$ cat config.mk
export PLATFORM = sky130hd
export DESIGN_NAME = miss_track_pool
export DESIGN_NICKNAME = d
export VERILOG_FILES = /design/src/rtl/miss_track_pkg.sv /design/src/rtl/slot_entry.sv /design/src/rtl/slot_picker.sv /design/src/rtl/blocked_counter.sv /design/src/rtl/miss_track_pool.sv
export SDC_FILE = /design/constraint.sdc
export NUM_CORES = 1
export LEC_CHECK = 0
export BUFFER_PORTS_ARGS = -buffer_cell sky130_fd_sc_hd__clkbuf_2
export CORE_MARGIN = 2
export CORE_UTILIZATION = 35
export DETAILED_ROUTE_END_ITERATION = 8
export GPL_ROUTABILITY_DRIVEN = 0
export HOLD_SLACK_MARGIN = 0.05
export PLACE_DENSITY = 0.53
export SLEW_MARGIN = 20
export SYNTH_ARGS = -nofsm -noshare
export SYNTH_HDL_FRONTEND = slang
export SYNTH_SLANG_ARGS = --single-unit
$ cat constraint.sdc
create_clock -name clk -period 10 [get_ports clk]
set_clock_uncertainty 0.15 [all_clocks]
set_input_delay 1.5 -clock clk [delete_from_list [all_inputs] [get_ports clk]]
set_output_delay 1.5 -clock clk [all_outputs]
set_load 0.01 [all_outputs]
$ cat src/rtl/miss_track_pkg.sv
package miss_track_pkg;
  typedef enum logic [1:0] {
    KIND_LOAD    = 2'd0,
    KIND_STORE   = 2'd1,
    KIND_PF_NEAR = 2'd2,
    KIND_PF_FAR  = 2'd3
  } req_kind_e;

  localparam int KIND_W = 2;
endpackage

$ cat src/rtl/slot_entry.sv
module slot_entry #(
  parameter int LINE_AW = 26,
  parameter int KIND_W  = 2
) (
  input  logic               clk,
  input  logic               rst,
  input  logic               alloc_en,
  input  logic [LINE_AW-1:0] alloc_line,
  input  logic [KIND_W-1:0]  alloc_kind,
  input  logic               free_en,
  output logic               busy,
  output logic [LINE_AW-1:0] line,
  output logic [KIND_W-1:0]  kind
);
  always_ff @(posedge clk) begin
    if (rst) begin
      busy <= 1'b0;
    end else if (alloc_en) begin
      busy <= 1'b1;
    end else if (free_en) begin
      busy <= 1'b0;
    end
  end

  always_ff @(posedge clk) begin
    if (alloc_en) begin
      line <= alloc_line;
      kind <= alloc_kind;
    end
  end
endmodule

$ cat src/rtl/slot_picker.sv
module slot_picker #(
  parameter int N     = 10,
  parameter int IDX_W = 4
) (
  input  logic [N-1:0]     free_vec,
  output logic             found_a,
  output logic [IDX_W-1:0] idx_a,
  output logic             found_b,
  output logic [IDX_W-1:0] idx_b
);
  always_comb begin
    found_a = 1'b0;
    idx_a   = '0;
    found_b = 1'b0;
    idx_b   = '0;
    for (int i = 0; i < N; i++) begin
      if (free_vec[i]) begin
        if (!found_a) begin
          found_a = 1'b1;
          idx_a   = IDX_W'(i);
        end else if (!found_b) begin
          found_b = 1'b1;
          idx_b   = IDX_W'(i);
        end
      end
    end
  end
endmodule

$ cat src/rtl/blocked_counter.sv
module blocked_counter #(
  parameter int EVT_W = 32
) (
  input  logic             clk,
  input  logic             rst,
  input  logic [1:0]       inc,
  output logic [EVT_W-1:0] count
);
  always_ff @(posedge clk) begin
    if (rst) count <= '0;
    else     count <= count + EVT_W'(inc);
  end
endmodule

$ cat src/rtl/miss_track_pool.sv
module miss_track_pool
  import miss_track_pkg::*;
#(
  parameter int NUM_SLOTS = 10,
  parameter int LINE_AW   = 26,
  parameter int EVT_W     = 32,
  localparam int IDX_W    = (NUM_SLOTS > 1) ? $clog2(NUM_SLOTS) : 1
) (
  input  logic               clk,
  input  logic               rst,
  input  logic               req0_valid,
  input  logic [LINE_AW-1:0] req0_line,
  input  logic [1:0]         req0_kind,
  output logic               req0_ready,
  output logic [IDX_W-1:0]   req0_slot,
  input  logic               req1_valid,
  input  logic [LINE_AW-1:0] req1_line,
  input  logic [1:0]         req1_kind,
  output logic               req1_ready,
  output logic [IDX_W-1:0]   req1_slot,
  input  logic               fill_valid,
  input  logic [IDX_W-1:0]   fill_slot,
  output logic               done_valid,
  output logic [IDX_W-1:0]   done_slot,
  output logic [LINE_AW-1:0] done_line,
  output logic [1:0]         done_kind,
  output logic [EVT_W-1:0]   blocked_events
);
  logic [NUM_SLOTS-1:0] busy;
  logic [NUM_SLOTS-1:0] freeing;
  logic [NUM_SLOTS-1:0] live;
  logic [NUM_SLOTS-1:0] match0, match1;
  logic [NUM_SLOTS-1:0] alloc_en;
  logic [LINE_AW-1:0]   line_q  [NUM_SLOTS];
  logic [KIND_W-1:0]    kind_q  [NUM_SLOTS];
  logic [LINE_AW-1:0]   a_line  [NUM_SLOTS];
  logic [KIND_W-1:0]    a_kind  [NUM_SLOTS];

  logic             hit0, hit1;
  logic [IDX_W-1:0] hidx0, hidx1;
  logic             found_a, found_b;
  logic [IDX_W-1:0] idx_a, idx_b;
  logic             alloc0, alloc1;
  logic             fill_hit;
  logic [LINE_AW-1:0] fill_line;
  logic [KIND_W-1:0]  fill_kind;
  logic [1:0]         blk_inc;

  genvar g;
  generate
    for (g = 0; g < NUM_SLOTS; g++) begin : g_slot
      assign freeing[g] = fill_valid && (fill_slot == IDX_W'(g)) && busy[g];
      assign live[g]    = busy[g] && !freeing[g];
      assign match0[g]  = live[g] && (line_q[g] == req0_line);
      assign match1[g]  = live[g] && (line_q[g] == req1_line);
      assign alloc_en[g] = (alloc0 && req0_slot == IDX_W'(g)) ||
                           (alloc1 && req1_slot == IDX_W'(g));
      assign a_line[g] = (alloc0 && req0_slot == IDX_W'(g)) ? req0_line : req1_line;
      assign a_kind[g] = (alloc0 && req0_slot == IDX_W'(g)) ? req0_kind : req1_kind;

      slot_entry #(.LINE_AW(LINE_AW), .KIND_W(KIND_W)) u_entry (
        .clk        (clk),
        .rst        (rst),
        .alloc_en   (alloc_en[g]),
        .alloc_line (a_line[g]),
        .alloc_kind (a_kind[g]),
        .free_en    (freeing[g]),
        .busy       (busy[g]),
        .line       (line_q[g]),
        .kind       (kind_q[g])
      );
    end
  endgenerate

  // lowest matching live slot per port, plus the filled slot's contents
  always_comb begin
    hit0 = 1'b0; hidx0 = '0;
    hit1 = 1'b0; hidx1 = '0;
    fill_hit = 1'b0; fill_line = '0; fill_kind = '0;
    for (int i = NUM_SLOTS - 1; i >= 0; i--) begin
      if (match0[i]) begin hit0 = 1'b1; hidx0 = IDX_W'(i); end
      if (match1[i]) begin hit1 = 1'b1; hidx1 = IDX_W'(i); end
      if (freeing[i]) begin
        fill_hit  = 1'b1;
        fill_line = line_q[i];
        fill_kind = kind_q[i];
      end
    end
  end

  // slots freed this cycle count as available (same-cycle reuse)
  slot_picker #(.N(NUM_SLOTS), .IDX_W(IDX_W)) u_pick (
    .free_vec (~live),
    .found_a  (found_a),
    .idx_a    (idx_a),
    .found_b  (found_b),
    .idx_b    (idx_b)
  );

  always_comb begin
    req0_ready = 1'b0; req0_slot = '0; alloc0 = 1'b0;
    req1_ready = 1'b0; req1_slot = '0; alloc1 = 1'b0;
    if (req0_valid) begin
      if (hit0) begin
        req0_ready = 1'b1; req0_slot = hidx0;
      end else if (found_a) begin
        req0_ready = 1'b1; req0_slot = idx_a; alloc0 = 1'b1;
      end
    end
    if (req1_valid) begin
      if (hit1) begin
        req1_ready = 1'b1; req1_slot = hidx1;
      end else if (alloc0 && req1_line == req0_line) begin
        req1_ready = 1'b1; req1_slot = idx_a;
      end else if (alloc0) begin
        if (found_b) begin
          req1_ready = 1'b1; req1_slot = idx_b; alloc1 = 1'b1;
        end
      end else if (found_a) begin
        req1_ready = 1'b1; req1_slot = idx_a; alloc1 = 1'b1;
      end
    end
  end

  assign blk_inc = {1'b0, (req0_valid && !req0_ready)} +
                   {1'b0, (req1_valid && !req1_ready)};

  blocked_counter #(.EVT_W(EVT_W)) u_blk (
    .clk   (clk),
    .rst   (rst),
    .inc   (blk_inc),
    .count (blocked_events)
  );

  always_ff @(posedge clk) begin
    if (rst) begin
      done_valid <= 1'b0;
      done_slot  <= '0;
      done_line  <= '0;
      done_kind  <= '0;
    end else begin
      done_valid <= fill_hit;
      if (fill_hit) begin
        done_slot <= fill_slot;
        done_line <= fill_line;
        done_kind <= fill_kind;
      end
    end
  end
endmodule

Word-level counts from Yosys, hierarchy flattened --
Index checks and enable logic that the tools add are counted. Widths: inputs -> output; s select.
Operators by class: $add $sub $neg 2, multiply operators 0, div/mod/pow operators 0, magnitude comparators 0, equal/unequal tests 48, shift operators 0, muxes and demuxes 203, bitwise logic cells 1, reductions and logical operators 108
Operators with widths (number):
- $eq 26x26->1 | 21
- $mux 26 | 20
- $mux 4 | 70
- $mux 1 | 93
- $logic_and 1x1->1 | 73
- $eq 4x3->1 const B | 12
- $mux 2 | 20
- $add 32x2->32 | 1
- $eq 4x2->1 const B | 6
- $eq 4x4->1 const B | 6
- $reduce_bool 2->1 | 10
- $eq 4x1->1 const B | 3
- $logic_not 1->1 | 12
- $logic_not 4->1 | 3
- $logic_or 1x1->1 | 10
- $not 10->10 | 1
- $add 1x1->2 | 1
Word-level totals: flip-flop bits (word level) 355, latch bits 0, bits in writable memories 0, bits in read-only memories 0, bits of input ports 65, output and inout bits 75, logic and storage cells 397, memories 0

Logic depth before layout (Yosys ltp) --
Gate-level depths: netlist of the first run.
depth in word-level cells 42, depth in mapped cells 21, mapped depth without buffers 19

Hierarchy --
Synthesis of the first run repeated with hierarchy kept, for this count alone.
Unflattened totals: cell total of the unflattened synthesis 2308, area, all modules 24477.2 sq um
By module, submodules not included:
- miss_track_pool | times used 1, cells an instance 1711, area each 13501.7 sq um, sequential area each 660.6 sq um
- slot_entry | times used 10, cells an instance 32, area each 879.6 sq um, sequential area each 860.8 sq um
- blocked_counter | times used 1, cells an instance 174, area each 1524.0 sq um, sequential area each 640.6 sq um
- slot_picker | times used 1, cells an instance 103, area each 655.6 sq um, sequential area each 0.0 sq um

Worst setup path after synthesis of the first run --
No wires, ideal clock.
kind input -> output, start in fill_slot[3], end out req1_slot[2], arrival time 4223 ps, data required time 8350 ps, slack 4127 ps, cell stages on the path 14, buffers on the path 1, path through or3b_4 o21ai_1 inv_1 ha_1 nand3_1 a21oi_2 and4_1 clkbuf_1 nand2_1 nor2_1 nor4_1 and4_1 nor2_1 a21oi_1
On the way: cells in the longest elaborated chain, start to end 38, elaborated cells between the ends (all ways) 178, those cells by class eq/ne (9); mux (106); bitwise (1); reduce/logical (62)
Ends and longest elaborated chain:
- start: declaration | RTL line miss_track_pool.sv:22 | input logic [IDX_W-1:0] fill_slot,
- $logic_not 4->1 | RTL line miss_track_pool.sv:52 | assign freeing[g] = fill_valid && (fill_slot == IDX_W'(g)) && busy[g];
- $logic_and 1x1->1 (2 in series) | RTL line miss_track_pool.sv:52
- $logic_not 1->1 | RTL line miss_track_pool.sv:53 | assign live[g] = busy[g] && !freeing[g];
- $logic_and 1x1->1 | RTL line miss_track_pool.sv:53
- $not 10->10 | RTL line miss_track_pool.sv:93 | .free_vec (~live),
- $mux 1 | RTL line slot_picker.sv:17 | if (free_vec[i]) begin
- $mux 1 | RTL line slot_picker.sv:18 | if (!found_a) begin
- $mux 1 | RTL line slot_picker.sv:17
- [... 21 more ...]
- $mux 4 | RTL line slot_picker.sv:21 | end else if (!found_b) begin
- $mux 4 | RTL line slot_picker.sv:18
- $mux 4 | RTL line slot_picker.sv:17
- $mux 4 | RTL line miss_track_pool.sv:116 | if (found_b) begin
- $mux 4 | RTL line miss_track_pool.sv:115 | end else if (alloc0) begin
- $mux 4 | RTL line miss_track_pool.sv:113 | end else if (alloc0 && req1_line == req0_line) begin
- $mux 4 (*) | RTL line miss_track_pool.sv:111 | if (hit1) begin
- $mux 4 (*) | RTL line miss_track_pool.sv:110 | if (req1_valid) begin
- end: declaration | RTL line miss_track_pool.sv:20 | output logic [IDX_W-1:0] req1_slot,
Mark *: on every way between the ends. The rest lies on a longest branch, timed or not.

Worst setup path in the final report of the first run --
Same ends and word-level chain as after synthesis.

==> summary.txt, run 1 <==
Status -> finished, final reports clean
Post-layout nets -> 2299
Crit path kind -> input port to primary output
Area grow syn2layout -> 11.79%
Dpl ws -> 2.469 ns
Avg WL per Cell -> 32.66 um
Total CTS buffers -> 43
Die X -> 265.3 um
GRT overflow -> 0
DRT iter0 DRCs -> 3027
Unique cell type count in the Yosys netlist -> 77
Via density per instance -> 6.246
CP required -> 8.35 ns
Largest net degree at the start of global routing -> 46
Area occupied by multi-input gates -> 13150 um2
Die H -> 265.3 um
GRT Util Overall -> 0.2834
Endpoint type of the worst setup path -> primary output
Yosys reg bits -> 355
Fmax -> 132.6 MHz
DRC -> 0
Layout cells sized above 1 -> 0.2546
Max Cap Violations -> 0
Final Cycle Share -> 0.7544
Commonest non-fill, non-tap cell in the layout -> xor2_1
RSZ-0062 raised after global routing -> false
Asr flop ratio synth -> 0
CTS Buffer Depth -> 3
Yosys top cell by area -> edfxtp_1
Ys Warns -> 0
Routed WL -> 102.4 mm
Core area -> 67400 um2
Min setup slack post-route -> 2.456 ns
Clk sinks -> 355
Number of global-route vias before repair -> 18970
Via Count -> 19590
Final hold violations -> 0
Hold buffer count at cts -> 0
Sequential-to-total area share from yosys stat -> 0.4147
First-pass GRT wire length -> 142.7 mm
Layout fillers -> 6547
Max_slew headroom -> 0.1277
Initial antenna violation count -> 1
Hold Path Class -> flop to flop
Post-synth top flop -> edfxtp_1
PostCTS Resize Cnt -> 0
Commonest cells after routing, fill and taps aside -> 310 x xor2_1, 280 x edfxtp_1, 260 x xnor2_1
PwrDens -> 142.5 nW/um2
Clock transition at the registers of the reported paths -> 0.06 ns
Critical Path Start Type -> input port
Syn_nets -> 2253
FF+latch area -> 9910 um2
Worst Tran Pin Value -> 1.297 ns
Post-synth top area share -> 0.3519
P_leak -> 9.099 nW
Clk root buf -> clkbuf_16
Clk_lat worst skew -> 0.59 ns
Setup tns final -> 0 ns
Maximum VDD drop -> 0.00009739 V
Core Rows -> 95
H-tree depth -> 2
CP Max Fanout -> 7
Die Area -> 70380 um2
Synth Cell Area -> 23900 um2
CTS tree -> done
Critical Path AT -> 5.89 ns
Syn Inst Count -> 2182
Top cells by area, synth -> edfxtp_1 35%, mux2_2 12%, xor2_1 11%
Final ANT Viol Nets -> 0
Post-CTS Setup Bufs -> 0
Syn Area/Cell -> 10.95 um2
DP HPWL -> 71.21 mm
Pins Over Slew Limit -> 0
Tot Pwr -> 3.807 mW
Post-synth EDFFs -> 280
Starting Density -> 0.3546
I/O pin count -> 140
DR pass1 iterations -> 9
Final Critical Period -> 7.544 ns
Setup-failing EPs final -> 0
Buffers on Ports -> 139
==> sequential cells by signal (all words and copies together) (netlist names) <==
name,cells
g_slot.u_entry.line,260
done_line,26
g_slot.u_entry.kind,20
done_slot,4
done_kind,2
done_valid,1
g_slot.u_entry.busy,10
u_blk.count,32
==> report_power, final <==
part           switching, mW  internal (mW)
logic                  0.326          0.195
clock network          0.667          0.927
registers             0.0516           1.64
==> cell type report <==
type                       count  share of cell area
antenna                        1          0.00009368
clock buffer                  61             0.04698
clock inverter                18            0.006042
inverter                      14            0.001967
multi-input combinational   1622              0.4921
sequential                   355              0.3710
tap                          873             0.04089
timing repair buffer         192             0.04094
==> metal layers <==
layer	vias up	GRT usage	part of all wire
li1	8182	-	-
met1	9764	0.3670	0.39
met2	1356	0.4495	0.45
met3	285	0.06656	0.11
met4	0	0.1272	0.050
met5	-	0	0
==> synth_stat cells (11+ instances only) <==
cell type  instances
nor3_1            15
o21ai_0           22
and3_1            18
o221ai_1          27
mux2_4            28
a221oi_1          28
xor2_1           310
inv_1             14
a21oi_1           29
a31oi_1           39
xnor2_1          260
nor4_1            83
nand4_1           82
clkbuf_1          96
nand3_1           41
a22oi_1           55
edfxtp_1         280
nand2_1           99
a222oi_1          29
nor2_1            77
buf_2             80
mux2_2           249
or3_1             13
dfxtp_1           75
and4_1            11
==> cell families after synthesis <==
| group | share of synthesized area |
|---|---|
| buffers and inverters | 0.03801 |
| DFF | 0.4147 |
| AOI/OAI and AO/OA | 0.08949 |
| and+or+nand+nor | 0.1087 |
| muxes | 0.1368 |
| adders and majority gates | 0.003456 |
| xor gates and xnor gates | 0.2089 |
==> critical path, cell delays in order <==
cell and delay (ns):
clkbuf_2 0.12, or3b_4 0.46, o21ai_1 0.82, inv_1 0.36, ha_1 0.37, nand3_1 0.12, a21oi_2 0.07, and4_1 0.34
nand2_1 0.15, nor2_1 0.09, nor4_1 0.51, and4_1 0.30, nor2_1 0.05, a21oi_1 0.39, clkbuf_2 0.22
==> per-stage QoR <==
stage,std cells,hold slack (ns),utilization,instance area [um2]
after floorplan,2182,0.3261,-,23900
after global placement,3056,0.2909,0.3752,25290
after detailed placement,3056,0.3145,0.3752,25290
after CTS,3135,0.3223,0.3962,26700
after global routing,3136,0.3611,0.3964,26710
final,3136,0.3192,0.3964,26710
==> final timing paths <==
path,from,endpoint,slack (ns),depth (start not counted)
max,fill_slot[3],req1_slot[2],2.46,15
min,done_slot[0]$_SDFFE_PP0P_,done_slot[0]$_SDFFE_PP0P_,0.32,2
max reg2reg,g_slot[1].u_entry.busy$_SDFFE_PP0P_,g_slot[0].u_entry.kind[0]$_DFFE_PP_,4.20,13
min reg2reg,done_slot[0]$_SDFFE_PP0P_,done_slot[0]$_SDFFE_PP0P_,0.32,2
Note: power is estimated with default switching activity, not from simulation.
==> run 2, diff against run 1 <==
==> constraint.sdc (replaced) <==
create_clock -name clk -period 7.05 [get_ports clk]
set_clock_uncertainty 0.15 [all_clocks]
set_input_delay 1.0575 -clock clk [delete_from_list [all_inputs] [get_ports clk]]
set_output_delay 1.0575 -clock clk [all_outputs]
set_load 0.01 [all_outputs]
==> run 2 against run 1 <==
  * Setup slack lost 2.3 ns
  * Non-clock buffer count grew 8
  * Die area is the same
  * Via count grew 0.14%
==> summary.txt, run 2 (synthesis gave the netlist of run 1 again) <==
Fmax -> 145.2 MHz
Critical Path AT -> 5.68 ns
Hold Path Class -> flop to flop
DRT iter0 DRCs -> 3037
Area grow syn2layout -> 12.54%
Starting Density -> 0.3546
Biggest regs -> g_slot.u_entry.line: 260 flops, u_blk.count: 32 flops, done_line: 26 flops
Post-layout nets -> 2308
Setup tns final -> 0 ns
GRT overflow -> 0
Met2 Use GR -> 0.4539
CTS tree -> done
RSZ-0062 raised after global routing -> false
Pins Over Slew Limit -> 0
Core area -> 67400 um2
Number of global-route vias before repair -> 19340
PwrDens -> 207.3 nW/um2
Endpoint type of the worst setup path -> primary output
Status -> finished, final reports clean
Grt met3 use -> 0.06286
Avg WL per Cell -> 32.68 um
Via Count -> 19620
DRC -> 0
Final Critical Period -> 6.889 ns
Die Area -> 70380 um2
Maximum VDD drop -> 0.0002554 V
Die X -> 265.3 um
Post-CTS Setup Bufs -> 0
Routed WL -> 102.8 mm
Max_slew headroom -> 0.2662
Largest net degree at the start of global routing -> 46
Clk sinks -> 355
Final ANT Viol Nets -> 0
CP Max Fanout -> 7
Crit path kind -> input port to primary output
Worst Tran Pin Value -> 1.092 ns
DR pass1 iterations -> 9
P_leak -> 9.196 nW
CP required -> 5.84 ns
I/O pin count -> 140
PostCTS Resize Cnt -> 0
Final Cycle Share -> 0.9772
Core Rows -> 95
Commonest cells after routing, fill and taps aside -> 310 x xor2_1, 280 x edfxtp_1, 260 x xnor2_1
GRT busiest layer -> met2
Clk_lat worst skew -> 0.60 ns
Largest reg by FF count -> g_slot.u_entry.line
Total CTS buffers -> 44
H-tree depth -> 2
Die H -> 265.3 um
GRT Util Overall -> 0.2866
Clk root buf -> clkbuf_16
Initial antenna violation count -> 4
Final hold violations -> 0
First-pass GRT wire length -> 144.7 mm
Commonest non-fill, non-tap cell in the layout -> xor2_1
Layout cells sized above 1 -> 0.2581
Largest register FFs -> 260
Hold buffer count at cts -> 0
Met1 Use GR -> 0.3715
Via density per instance -> 6.239
Max Cap Violations -> 0
Setup-failing EPs final -> 0
CTS Buffer Depth -> 3
Fin util -> 0.3990
Buffers on Ports -> 139
DP HPWL -> 73.04 mm
Critical Path Start Type -> input port
Clock transition at the registers of the reported paths -> 0.06 ns
## run 2: cell types whose count changed in the layout (fill, tap and decap cells not counted), moves of 2 or more
cell | before | now
buf_4 | 53 | 61
bufinv_16 | 2 | 6
clkinv_1 | 4 | 2
clkinv_2 | 6 | 2
clkinv_4 | 0 | 2
clkinvlp_4 | 3 | 1
## run 2: through the flow
stage	setup slack [ns]	total power, mW	std cells	cell area [um2]	hold WS [ns]
3_5_place_dp	0.2701	3.155	3064	25350	0.2946
5_1_grt	0.06425	5.705	3143	26890	0.3232
3_3_place_gp	0.1845	3.150	3064	25350	0.2935
6_report	0.1609	5.576	3144	26890	0.3025
2_1_floorplan	1.860	2.880	2182	23900	0.3261
4_1_cts	0.4683	5.572	3143	26880	0.3035
## run 2: final cells by class
type | count | area, um2
inverters | 14 | 52.55
flip-flops and latches | 355 | 9910
multi-input cells | 1622 | 13150
well taps | 873 | 1092
fillers | 6510 | 40500
clock buffers | 63 | 1275
clock inverters | 16 | 254.0
diodes | 1 | 2.502
repair buffers | 200 | 1154
## run 2: worst max-delay path, stage by stage
cell,delay (ns)
clkbuf_2,0.12
or3b_4,0.47
o21ai_1,0.75
inv_1,0.46
ha_1,0.42
nand3_1,0.13
a21oi_2,0.08
and4_1,0.32
nand2_1,0.14
nor2_1,0.09
nor4_1,0.52
and4_1,0.33
nor2_1,0.05
a21oi_1,0.49
clkbuf_2,0.24
## run 2: power breakdown
| part | switching [mW] | total, mW | internal [mW] | leakage, nW |
|---|---|---|---|---|
| Sequential | 0.0709 | 2.40 | 2.33 | 3.16 |
| Clock | 0.961 | 2.44 | 1.48 | 0.747 |
| Combinational | 0.464 | 0.739 | 0.275 | 5.29 |
## run 2: per-layer routing
metal  up-vias  share of wire
li1       8218              -
met3       324           0.10
met1      9719           0.39
met5         -        0.00038
met2      1348           0.45
met4         6          0.053
## run 2: final timing paths
| path | cells past startpoint | to | slack, ns | startpoint |
|---|---|---|---|---|
| worst max-delay path | 15 | req1_slot[2] | 0.16 | fill_slot[3] |
| worst min register to register | 2 | done_slot[0]$_SDFFE_PP0P_ | 0.30 | done_slot[0]$_SDFFE_PP0P_ |
| worst min-delay path | 2 | done_slot[0]$_SDFFE_PP0P_ | 0.30 | done_slot[0]$_SDFFE_PP0P_ |
| worst max register to register | 14 | g_slot[3].u_entry.kind[1]$_DFFE_PP_ | 1.55 | g_slot[1].u_entry.busy$_SDFFE_PP0P_ |
